===== src/rtl/panel_seq_pkg.sv =====
`timescale 1ns/1ps
package panel_seq_pkg;

  localparam int ADDR_W  = 8;
  localparam int VAL_W   = 16;
  localparam int OPT_W   = 4;
  localparam int FRAME_W = 8 + 8 + 8;

  localparam logic [7:0] INDEX_LEAD = 8'h74;
  localparam logic [7:0] DATA_LEAD  = 8'h76;

  localparam logic [ADDR_W-1:0] SLEEP_REG  = 8'h11;
  localparam logic [ADDR_W-1:0] ORIENT_REG = 8'h01;
  localparam logic [VAL_W-1:0]  SLEEP_ON   = 16'h0001;
  localparam logic [VAL_W-1:0]  SLEEP_OFF  = 16'h0000;

  localparam logic [VAL_W-1:0] ORIENT_BASE = 16'h2AEF;
  localparam int               OPT_LSB     = 10;

  typedef enum logic [1:0] {
    OP_WRITE    = 2'd0,
    OP_POWER_UP = 2'd1,
    OP_SHUTDOWN = 2'd2,
    OP_RESUME   = 2'd3
  } seq_op_e;

  typedef struct packed {
    logic [ADDR_W-1:0] addr;
    logic [VAL_W-1:0]  val;
  } reg_wr_t;

  typedef struct packed {
    logic    two;
    reg_wr_t first;
    reg_wr_t second;
  } wr_plan_t;

  // Orientation word: default pattern with the option field overwritten.
  function automatic logic [VAL_W-1:0] orient_word(input logic [OPT_W-1:0] opts);
    logic [VAL_W-1:0] mask;
    mask = VAL_W'({OPT_W{1'b1}}) << OPT_LSB;
    return (ORIENT_BASE & ~mask) | (VAL_W'(opts) << OPT_LSB);
  endfunction

  // One 24-bit frame: index phase or data phase of a register write.
  function automatic logic [FRAME_W-1:0] frame_of(input reg_wr_t w, input logic data_phase);
    if (data_phase) return {DATA_LEAD, w.val};
    return {INDEX_LEAD, 8'h00, w.addr};
  endfunction

  // Expand a command into one or two ordered register writes.
  function automatic wr_plan_t plan_of(input seq_op_e op, input logic [ADDR_W-1:0] addr,
                                       input logic [VAL_W-1:0] val,
                                       input logic [OPT_W-1:0] opts);
    wr_plan_t p;
    p = '0;
    case (op)
      OP_POWER_UP: begin
        p.two          = 1'b1;
        p.first.addr   = SLEEP_REG;
        p.first.val    = SLEEP_OFF;
        p.second.addr  = ORIENT_REG;
        p.second.val   = orient_word(opts);
      end
      OP_SHUTDOWN: begin
        p.first.addr   = SLEEP_REG;
        p.first.val    = SLEEP_ON;
      end
      OP_RESUME: begin
        p.two          = 1'b1;
        p.first.addr   = ORIENT_REG;
        p.first.val    = orient_word(opts);
        p.second.addr  = SLEEP_REG;
        p.second.val   = SLEEP_OFF;
      end
      default: begin
        p.first.addr   = addr;
        p.first.val    = val;
      end
    endcase
    return p;
  endfunction

endpackage


===== src/rtl/panel_half_tick.sv =====
`timescale 1ns/1ps
module panel_half_tick #(
  parameter int HALF_DIV = 2
) (
  input  logic clk,
  input  logic rst_n,
  input  logic run,
  output logic tick
);

  generate
    if (HALF_DIV <= 1) begin : g_direct
      assign tick = run;
    end else begin : g_count
      localparam int CW = $clog2(HALF_DIV);
      logic [CW-1:0] cnt;
      assign tick = run && (cnt == CW'(HALF_DIV - 1));
      always_ff @(posedge clk or negedge rst_n) begin
        if (!rst_n)            cnt <= '0;
        else if (!run || tick) cnt <= '0;
        else                   cnt <= cnt + 1'b1;
      end
    end
  endgenerate

endmodule


===== src/rtl/panel_spi_framer.sv =====
`timescale 1ns/1ps
module panel_spi_framer
  import panel_seq_pkg::*;
#(
  parameter int HALF_DIV   = 2,
  parameter int GAP_HALVES = 2
) (
  input  logic               clk,
  input  logic               rst_n,
  input  logic               go,
  input  logic [FRAME_W-1:0] frame,
  output logic               sclk,
  output logic               mosi,
  output logic               cs_n,
  output logic               fin
);

  localparam int BIT_W = $clog2(FRAME_W);
  localparam int GAP_W = (GAP_HALVES > 1) ? $clog2(GAP_HALVES) : 1;

  typedef enum logic [2:0] {
    FR_IDLE, FR_SETUP, FR_SHIFT, FR_HOLD, FR_GAP
  } fr_state_e;

  fr_state_e          state;
  logic [FRAME_W-1:0] shreg;
  logic [BIT_W-1:0]   bit_idx;
  logic [GAP_W-1:0]   gap_cnt;
  logic               sclk_q, cs_q, fin_q;
  logic               tick;

  panel_half_tick #(.HALF_DIV(HALF_DIV)) u_tick (
    .clk  (clk),
    .rst_n(rst_n),
    .run  (state != FR_IDLE),
    .tick (tick)
  );

  always_ff @(posedge clk or negedge rst_n) begin
    if (!rst_n) begin
      state   <= FR_IDLE;
      shreg   <= '0;
      bit_idx <= '0;
      gap_cnt <= '0;
      sclk_q  <= 1'b0;
      cs_q    <= 1'b1;
      fin_q   <= 1'b0;
    end else begin
      fin_q <= 1'b0;
      case (state)
        FR_IDLE: if (go) begin
          shreg   <= frame;
          bit_idx <= '0;
          cs_q    <= 1'b0;
          state   <= FR_SETUP;
        end
        FR_SETUP: if (tick) begin
          sclk_q <= 1'b1;
          state  <= FR_SHIFT;
        end
        FR_SHIFT: if (tick) begin
          if (sclk_q) begin
            sclk_q <= 1'b0;
            if (bit_idx == BIT_W'(FRAME_W - 1)) begin
              state <= FR_HOLD;
            end else begin
              shreg   <= shreg << 1;
              bit_idx <= bit_idx + 1'b1;
            end
          end else begin
            sclk_q <= 1'b1;
          end
        end
        FR_HOLD: if (tick) begin
          cs_q    <= 1'b1;
          gap_cnt <= '0;
          state   <= FR_GAP;
        end
        FR_GAP: if (tick) begin
          if (gap_cnt == GAP_W'(GAP_HALVES - 1)) begin
            state <= FR_IDLE;
            fin_q <= 1'b1;
          end else begin
            gap_cnt <= gap_cnt + 1'b1;
          end
        end
        default: state <= FR_IDLE;
      endcase
    end
  end

  assign sclk = sclk_q;
  assign cs_n = cs_q;
  assign mosi = !cs_q && shreg[FRAME_W-1];
  assign fin  = fin_q;

endmodule


===== src/rtl/panel_seq_ctrl.sv =====
`timescale 1ns/1ps
module panel_seq_ctrl
  import panel_seq_pkg::*;
(
  input  logic               clk,
  input  logic               rst_n,
  input  logic               start,
  input  logic [1:0]         op,
  input  logic [ADDR_W-1:0]  addr,
  input  logic [VAL_W-1:0]   val,
  input  logic [OPT_W-1:0]   opts,
  input  logic               fin,
  output logic               go,
  output logic [FRAME_W-1:0] frame,
  output logic               busy,
  output logic               done
);

  wr_plan_t   plan_q;
  logic [1:0] step;
  logic       busy_q, done_q, go_q;
  logic       accept, last_step;

  assign accept    = start && !busy_q;
  assign last_step = plan_q.two ? (step == 2'd3) : (step == 2'd1);

  always_ff @(posedge clk or negedge rst_n) begin
    if (!rst_n) begin
      plan_q <= '0;
      step   <= '0;
      busy_q <= 1'b0;
      done_q <= 1'b0;
      go_q   <= 1'b0;
    end else begin
      done_q <= 1'b0;
      go_q   <= 1'b0;
      if (accept) begin
        plan_q <= plan_of(seq_op_e'(op), addr, val, opts);
        step   <= '0;
        busy_q <= 1'b1;
        go_q   <= 1'b1;
      end else if (busy_q && fin) begin
        if (last_step) begin
          busy_q <= 1'b0;
          done_q <= 1'b1;
        end else begin
          step <= step + 1'b1;
          go_q <= 1'b1;
        end
      end
    end
  end

  assign frame = frame_of(step[1] ? plan_q.second : plan_q.first, step[0]);
  assign go    = go_q;
  assign busy  = busy_q;
  assign done  = done_q;

endmodule


===== src/rtl/panel_reg_writer.sv =====
`timescale 1ns/1ps
module panel_reg_writer
  import panel_seq_pkg::*;
#(
  parameter int HALF_DIV = 2
) (
  input  logic        clk,
  input  logic        rst_n,
  input  logic        start,
  input  logic [1:0]  op,
  input  logic [7:0]  reg_addr,
  input  logic [15:0] reg_value,
  input  logic [3:0]  orient_opts,
  output logic        busy,
  output logic        done,
  output logic        sclk,
  output logic        mosi,
  output logic        cs_n
);

  // Internal events brought out by name for the bound checker.
  logic               launch;
  logic               frame_done;
  logic [FRAME_W-1:0] next_frame;

  panel_seq_ctrl u_ctrl (
    .clk  (clk),
    .rst_n(rst_n),
    .start(start),
    .op   (op),
    .addr (reg_addr),
    .val  (reg_value),
    .opts (orient_opts),
    .fin  (frame_done),
    .go   (launch),
    .frame(next_frame),
    .busy (busy),
    .done (done)
  );

  panel_spi_framer #(.HALF_DIV(HALF_DIV), .GAP_HALVES(2)) u_framer (
    .clk  (clk),
    .rst_n(rst_n),
    .go   (launch),
    .frame(next_frame),
    .sclk (sclk),
    .mosi (mosi),
    .cs_n (cs_n),
    .fin  (frame_done)
  );

endmodule


===== config.mk =====
export PLATFORM = sky130hd
export DESIGN_NAME = panel_reg_writer
export DESIGN_NICKNAME = d
export VERILOG_FILES = /design/src/rtl/panel_seq_pkg.sv /design/src/rtl/panel_half_tick.sv /design/src/rtl/panel_spi_framer.sv /design/src/rtl/panel_seq_ctrl.sv /design/src/rtl/panel_reg_writer.sv
export SDC_FILE = /design/constraint.sdc
export NUM_CORES = 1
export LEC_CHECK = 0
export BUFFER_PORTS_ARGS = -buffer_cell sky130_fd_sc_hd__buf_2
export CORE_UTILIZATION = 53
export CTS_CLUSTER_DIAMETER = 200
export DETAILED_ROUTE_END_ITERATION = 7
export PLACE_DENSITY = 0.8
export SLEW_MARGIN = 20
export SYNTH_ARGS = -nofsm -noshare
export SYNTH_HDL_FRONTEND = slang
export SYNTH_SLANG_ARGS = --single-unit

===== constraint.sdc =====
create_clock -name clk -period 1.5 [get_ports clk]
set_input_delay 0.075 -clock clk [delete_from_list [all_inputs] [get_ports clk]]
set_output_delay 0.075 -clock clk [all_outputs]
set_load 0.01 [all_outputs]

# ---- After elaboration in Yosys (flattened, before gate mapping)
# Index checks and enable logic that the tools add are counted.
dict set report totals {
  word_cells 118
  inputBits 33
  reg_bits 91
}
dict set report op_classes {
  n_addsub 4
  reduce_logical 24
  eq_ne 20
  muxes 53
}
# op n
set op_table {}
lappend op_table {{24-bit two-way mux} 7}
lappend op_table {{24-bit one-hot mux with 3 select lines} 1}
lappend op_table {{24-bit one-hot mux with 2 select lines} 1}
lappend op_table {{21-bit one-hot mux with 2 select lines} 1}
lappend op_table {{3-bit two-way mux} 8}
lappend op_table {{1-bit two-way mux} 23}
lappend op_table {{5-bit two-way mux} 4}
lappend op_table {{3-bit one-hot mux with 5 select lines} 1}
lappend op_table {{2-bit != test, second input constant} 6}
lappend op_table {{2-bit nonzero test} 6}
lappend op_table {{5-bit one-hot mux with 2 select lines} 1}
lappend op_table {{3-bit AND reduction} 3}
lappend op_table {{2-bit by 1-bit != test with 1-bit output, second input constant} 4}
lappend op_table {{8-bit AND reduction} 1}
lappend op_table {{2-bit == test, second input constant} 3}
lappend op_table {{3-bit by 2-bit == test with 1-bit output, second input constant} 2}
lappend op_table {{2-bit two-way mux} 3}
lappend op_table {{1-bit one-hot mux with 2 select lines} 3}
lappend op_table {{5-bit by 1-bit adder with 5-bit output, second input constant} 1}
lappend op_table {{5-bit == test, second input constant} 1}
lappend op_table {{5-bit AND reduction} 1}
lappend op_table {{2-bit by 1-bit == test with 1-bit output, second input constant} 2}
lappend op_table {{1-bit logical AND} 4}
lappend op_table {{2-bit AND reduction} 2}
lappend op_table {{other kinds (9)} 12}

# ---- Logic depth before layout (Yosys ltp)
dict set report depth {
  depth_word 5
  mapped_depth 7
  ltp_nobuf 6
}

# ---- Hierarchy
# Synthesis repeated with hierarchy kept, for this count alone.
dict set report hier_totals {
  cells_unflattened 389
  area_unflattened_um2 3744.8
}
# module seq_area_each_um2 cells_each area_per_inst_um2 instances
set modules_own_cells {}
lappend modules_own_cells {panel_seq_ctrl 900.9 210 1945.6 1}
lappend modules_own_cells {panel_spi_framer 902.1 176 1757.9 1}
lappend modules_own_cells {panel_half_tick 25.0 3 41.3 1}

# ---- Worst setup path after synthesis
# OpenSTA, ideal clock, no wires.
dict set report synth_timing {
  path_type {register to register}
  start {register u_framer.bit_idx[0]}
  end {register u_framer.shreg[0]}
  path_stages_with_launch 8
  t_arrival_ns 1.375
  synth_period_minus_slack_ns 1.493
  slack_ns 0.007
  required_ns 1.382
  path_cell_list {dfrtp_1 -> ha_1 -> nand4b_1 -> o221a_1 -> buf_6 -> buf_8 -> nand3_1 -> nand2_1}
}
dict set report synth_between {
  elab_chain_len 3
}
# element line
set synth_lines {}
lappend synth_lines {{start: declaration} panel_spi_framer.sv:27} ;# logic [BIT_W-1:0] bit_idx;
lappend synth_lines {{start signal: assignment} panel_spi_framer.sv:68} ;# bit_idx <= bit_idx + 1'b1;
lappend synth_lines {{5-bit == test} panel_spi_framer.sv:64} ;# if (bit_idx == BIT_W'(FRAME_W - 1)) begin
lappend synth_lines {{2-bit != test (no line)} -}
lappend synth_lines {{5-bit AND reduction (no line)} -}
lappend synth_lines {{end signal: assignment} panel_spi_framer.sv:52} ;# shreg <= frame;
lappend synth_lines {{end signal: assignment} panel_spi_framer.sv:67} ;# shreg <= shreg << 1;
lappend synth_lines {{end: declaration} panel_spi_framer.sv:26} ;# logic [FRAME_W-1:0] shreg;
# Every way passes these cells.
# A chain may end at the register's enable or synchronous reset.

# ---- Final worst setup path
dict set report layout_timing {
  start {register u_framer.state[2]}
  end {register u_framer.shreg[17]}
}
dict set report layout_between {
  elab_chain_len 4
  word_cells_on_any_way 11
}
# element line
set layout_lines {}
lappend layout_lines {{start: declaration} panel_spi_framer.sv:25} ;# fr_state_e state;
lappend layout_lines {{start signal: assignment} panel_spi_framer.sv:41} ;# state <= FR_IDLE;
lappend layout_lines {{start signal: assignment} panel_spi_framer.sv:55} ;# state <= FR_SETUP;
lappend layout_lines {{start signal: assignment} panel_spi_framer.sv:59} ;# state <= FR_SHIFT;
lappend layout_lines {{3-bit nonzero test} panel_spi_framer.sv:35} ;# .run (state != FR_IDLE),
lappend layout_lines {{1-bit logical AND} panel_half_tick.sv:17} ;# assign tick = run && (cnt == CW'(HALF_DIV - 1));
lappend layout_lines {{2-bit != test (no line)} -}
lappend layout_lines {{5-bit AND reduction (no line)} -}
# Parallel ways exist; a longest one is shown, timed or not.

==> impl_results.md <==
- Run status: complete, but fails checks
- Failing checks: design-rule violations
- Cell mode on critical path: buf_4
- #FFs+latches synth: 73
- Reg2reg end: u_framer.shreg[17]$_DFFE_PN0P_
- Clock Skew: 0.008284 ns
- DR pass1 iterations: 6
- Internal Power: 3.349 mW
- WP data required: 1.76 ns
- Initial DRC count: 152
- Final HPWL DP: 5114 µm
- Synth Cell Area: 3591 µm²
- Die Footprint: 7108 µm²
- Syn_nets: 412
- Hold WC Path Type: in -> reg
- Layout cells sized above 1: 0.2860
- Switching Share: 0.2253
- Fillers: 512
- CTS buffer count: 9
- Crit Path Max Fanout: 13
- Final WL: 7893 µm
- Row Count: 29
- Post-route DRC: 2
- Routed wire per std cell: 15.15 µm
- Antenna cells: 0
- Starting density of the core: 0.5560
- VDD IR max: 0.0005758 V
- GPL Wtd Cong: 0.7878
- Critical Path Sink Type: flip-flop
- Overflow after GRT: 0
- Startpoint class of the critical path: flip-flop
- Max-cap violations: 0
- Pre-CTS setup slack: -0.04272 ns
- Worst Hold Launch: orient_opts[2]
- Mean Syn Cell Area: 9.601 µm²
- Clock tree buffer depth: 2
- Placed Area: 3984 µm²
- Vias after detailed routing: 2893
- Final instance area: 4429 µm²
- Actual slew at the worst max-slew pin: 0.7627 ns
- Total GRT Usage: 0.2377
- Register area share after synthesis: 0.5091
- Number of H-tree levels: 3
- FF-to-FF Start: u_framer.state[2]$_DFFE_PN0P_
- Worst-skew pair later-pin latency: 0.34 ns
- Slew headroom: 0.4905
- Final worst path period share: 0.9981
- Die Wd: 84.31 µm
- Most frequent cells in the layout: nand2_1, dfrtp_1, buf_2
- # IOs: 38
- Setup WS post-layout: 0.002911 ns
- CP Class: reg -> reg
- PortBufs: 37
- Leakage: 2.049 nW
- Most common cell after layout, fill and taps aside: nand2_1
- Hold Path End: u_ctrl.plan_q[12]$_DFFE_PN0P_
- Fmax: 668.0 MHz
- CTS tree: yes
- Pwr Density: 976.0 nW/µm²
- Synth cell types: 49
- Fin. Hold Viols: 0
- Wire length of the first global-routing pass: 13230 µm
- Worst path max stage delay: 0.45 ns
- Synth warn: 0
- Syn Inst Count: 374
- CP arrival: 1.76 ns
- Final Critical Period: 1.497 ns
- Area grow syn2layout: 23.35%
- Slowest-stage cell, CP: dfrtp_1
- Hold path cells: 3
- Initial antenna violation count: 0
- Finish-stage setup viols: 0
- Via count of the first global-routing pass: 2939
- Core box area: 6459 µm²
- Worst R2R Path Depth: 5
- Share of total power in combinational logic: 0.080
- Vias per Instance: 5.553
- Largest net degree at the start of global routing: 74
- Clock Sinks: 73
- P_sw: 0.9741 mW
- RSZ-0062 raised after global routing: yes
- Slew Limit Fails: 0
- R2r setup slk: 0.003 ns
- Reg clk slew, reported paths: 0.08 ns
- Sequential Power Share: 0.484
- Layout Nets: 477
- Hold slack: 0.01933 ns
- Worst-path cell chain: nor3b_2 -> buf_4 -> buf_4 -> nand2_1 -> a31oi_2
- Root Buffer: clkbuf_8
- Post-route ant nets: 0
- Chip height: 84.31 µm
- Clock network fraction of total power: 0.436
==> kinds of logic (layout without fill, tap and decap cells) <==
| logic type | Yosys count | count (layout) | share of synthesized area |
|---|---|---|---|
| AND/OR/NAND/NOR | 141 | 141 | 0.1777 |
| AO/OA/AOI/OAI | 104 | 104 | 0.2014 |
| flip-flops | 73 | 73 | 0.5091 |
| buffers and inverters | 40 | 110 | 0.05993 |
| multiplexers | 9 | 9 | 0.02962 |
| adder cells (fa/ha/maj) | 5 | 5 | 0.01742 |
| XOR/XNOR | 2 | 2 | 0.004879 |
==> flip-flops by register name, indices dropped and copies added, names as in the netlist, 2 cells and up <==
register / flops
u_framer.bit_idx: 5
u_ctrl.step: 2
u_framer.state: 3
u_ctrl.plan_q: 31
u_framer.shreg: 24
==> area by class of cell <==
type,instances,area (µm²),area share
Inverter,13,48.80,0.01102
Multi-Input combinational cell,261,1613,0.3641
Tap cell,77,96.34,0.02175
Timing Repair Buffer,81,598.1,0.1350
Clock inverter,5,102.6,0.02316
Clock buffer,11,141.4,0.03192
Sequential cell,73,1829,0.4130
==> power by group through the flow <==
| stage | Sequential, mW | Combinational, mW | Clock (mW) |
|---|---|---|---|
| 6_report | 2.09 | 0.345 | 1.88 |
| 4_1_cts | 2.09 | 0.343 | 1.91 |
| 2_1_floorplan | 2.11 | 0.174 | 0 |
| 3_3_place_gp | 2.13 | 0.298 | 0 |
| 3_5_place_dp | 2.13 | 0.311 | 0 |
| 5_1_grt | 2.10 | 0.389 | 2.00 |
==> how the worst max path moves through the flow <==
| stage | cells past startpoint | to | startpoint |
|---|---|---|---|
| global placement | 5 | u_framer.shreg[1]$_DFFE_PN0P_ | u_ctrl.step[1]$_DFFE_PN0P_ |
| floorplan | 7 | u_framer.shreg[0]$_DFFE_PN0P_ | u_framer.bit_idx[0]$_DFFE_PN0P_ |
| global route | 5 | u_framer.shreg[9]$_DFFE_PN0P_ | u_framer.state[2]$_DFFE_PN0P_ |
| detailed placement | 6 | u_framer.shreg[8]$_DFFE_PN0P_ | u_framer.bit_idx[1]$_DFFE_PN0P_ |
| CTS | 5 | u_framer.shreg[6]$_DFFE_PN0P_ | u_framer.bit_idx[1]$_DFFE_PN0P_ |
| finish | 5 | u_framer.shreg[17]$_DFFE_PN0P_ | u_framer.state[2]$_DFFE_PN0P_ |
==> through the flow <==
stage          instances  power, mW  setup TNS, ns    util
2_1_floorplan        374      2.288              0       -
3_3_place_gp         491      2.423              0  0.6168
3_5_place_dp         491      2.442       -0.04272  0.6168
4_1_cts              520      4.348              0  0.6751
5_1_grt              521      4.493        -0.8039  0.6858
6_report             521      4.323              0  0.6858
==> routing by layer <==
| metal | wire [µm] | track usage | vias to the layer above | part of all wire |
|---|---|---|---|---|
| met5 | 0 | 0 | - | 0 |
| met4 | 93 | 0.06583 | 0 | 0.012 |
| met3 | 298 | 0.05605 | 8 | 0.038 |
| met2 | 4095 | 0.4136 | 59 | 0.52 |
| met1 | 3406 | 0.2984 | 1398 | 0.43 |
| li1 | - | - | 1428 | - |
==> critical path, delay by kind of cell, from the launching register on <==
family                 cells  cell delay (ns)
flip-flops                 1             0.45
AND/OR/NAND/NOR            2             0.37
AO/OA/AOI/OAI              1             0.17
buffers and inverters      2             0.43
==> cell usage after synthesis (all sizes together) <==
cell type  number  area share
ha              5       0.017
dfstp           1      0.0073
nor2b           5      0.0087
a221oi          7       0.017
and2            2      0.0035
a221o           1      0.0028
o22a            1      0.0024
xor2            1      0.0024
a211oi          6       0.013
nor2           27       0.029
a21boi          1      0.0021
nand2b          3      0.0052
a31oi           5       0.017
nand2          82       0.088
inv            13       0.014
dfrtp          72        0.50
nand3b          1      0.0021
nor3b           1      0.0035
o221a           1      0.0031
nand4           1      0.0017
mux4            1      0.0063
nor4            1      0.0017
and3            1      0.0031
a22oi           4      0.0084
o21ai          47       0.070
o221ai          2      0.0066
o31ai           7       0.015
a32o            1      0.0028
buf            16       0.035
a21oi          16       0.022
a311o           1      0.0028
nand3          14       0.025
or3b            1      0.0024
mux2            3      0.0094
nor3            1      0.0014
nand4b          1      0.0024
mux2i           5       0.014
clkbuf         11       0.011
a2bb2oi         4       0.017
xnor2           1      0.0024
==> repair_timing <==
action	CTS	global route
hold buffers	13	0
pin swaps	2	4
setup buffers	0	1
hold endpoints to repair	84	0
setup endpoints to repair	4	30
gates resized for setup	1	18
(Power assumes the default switching activity.)
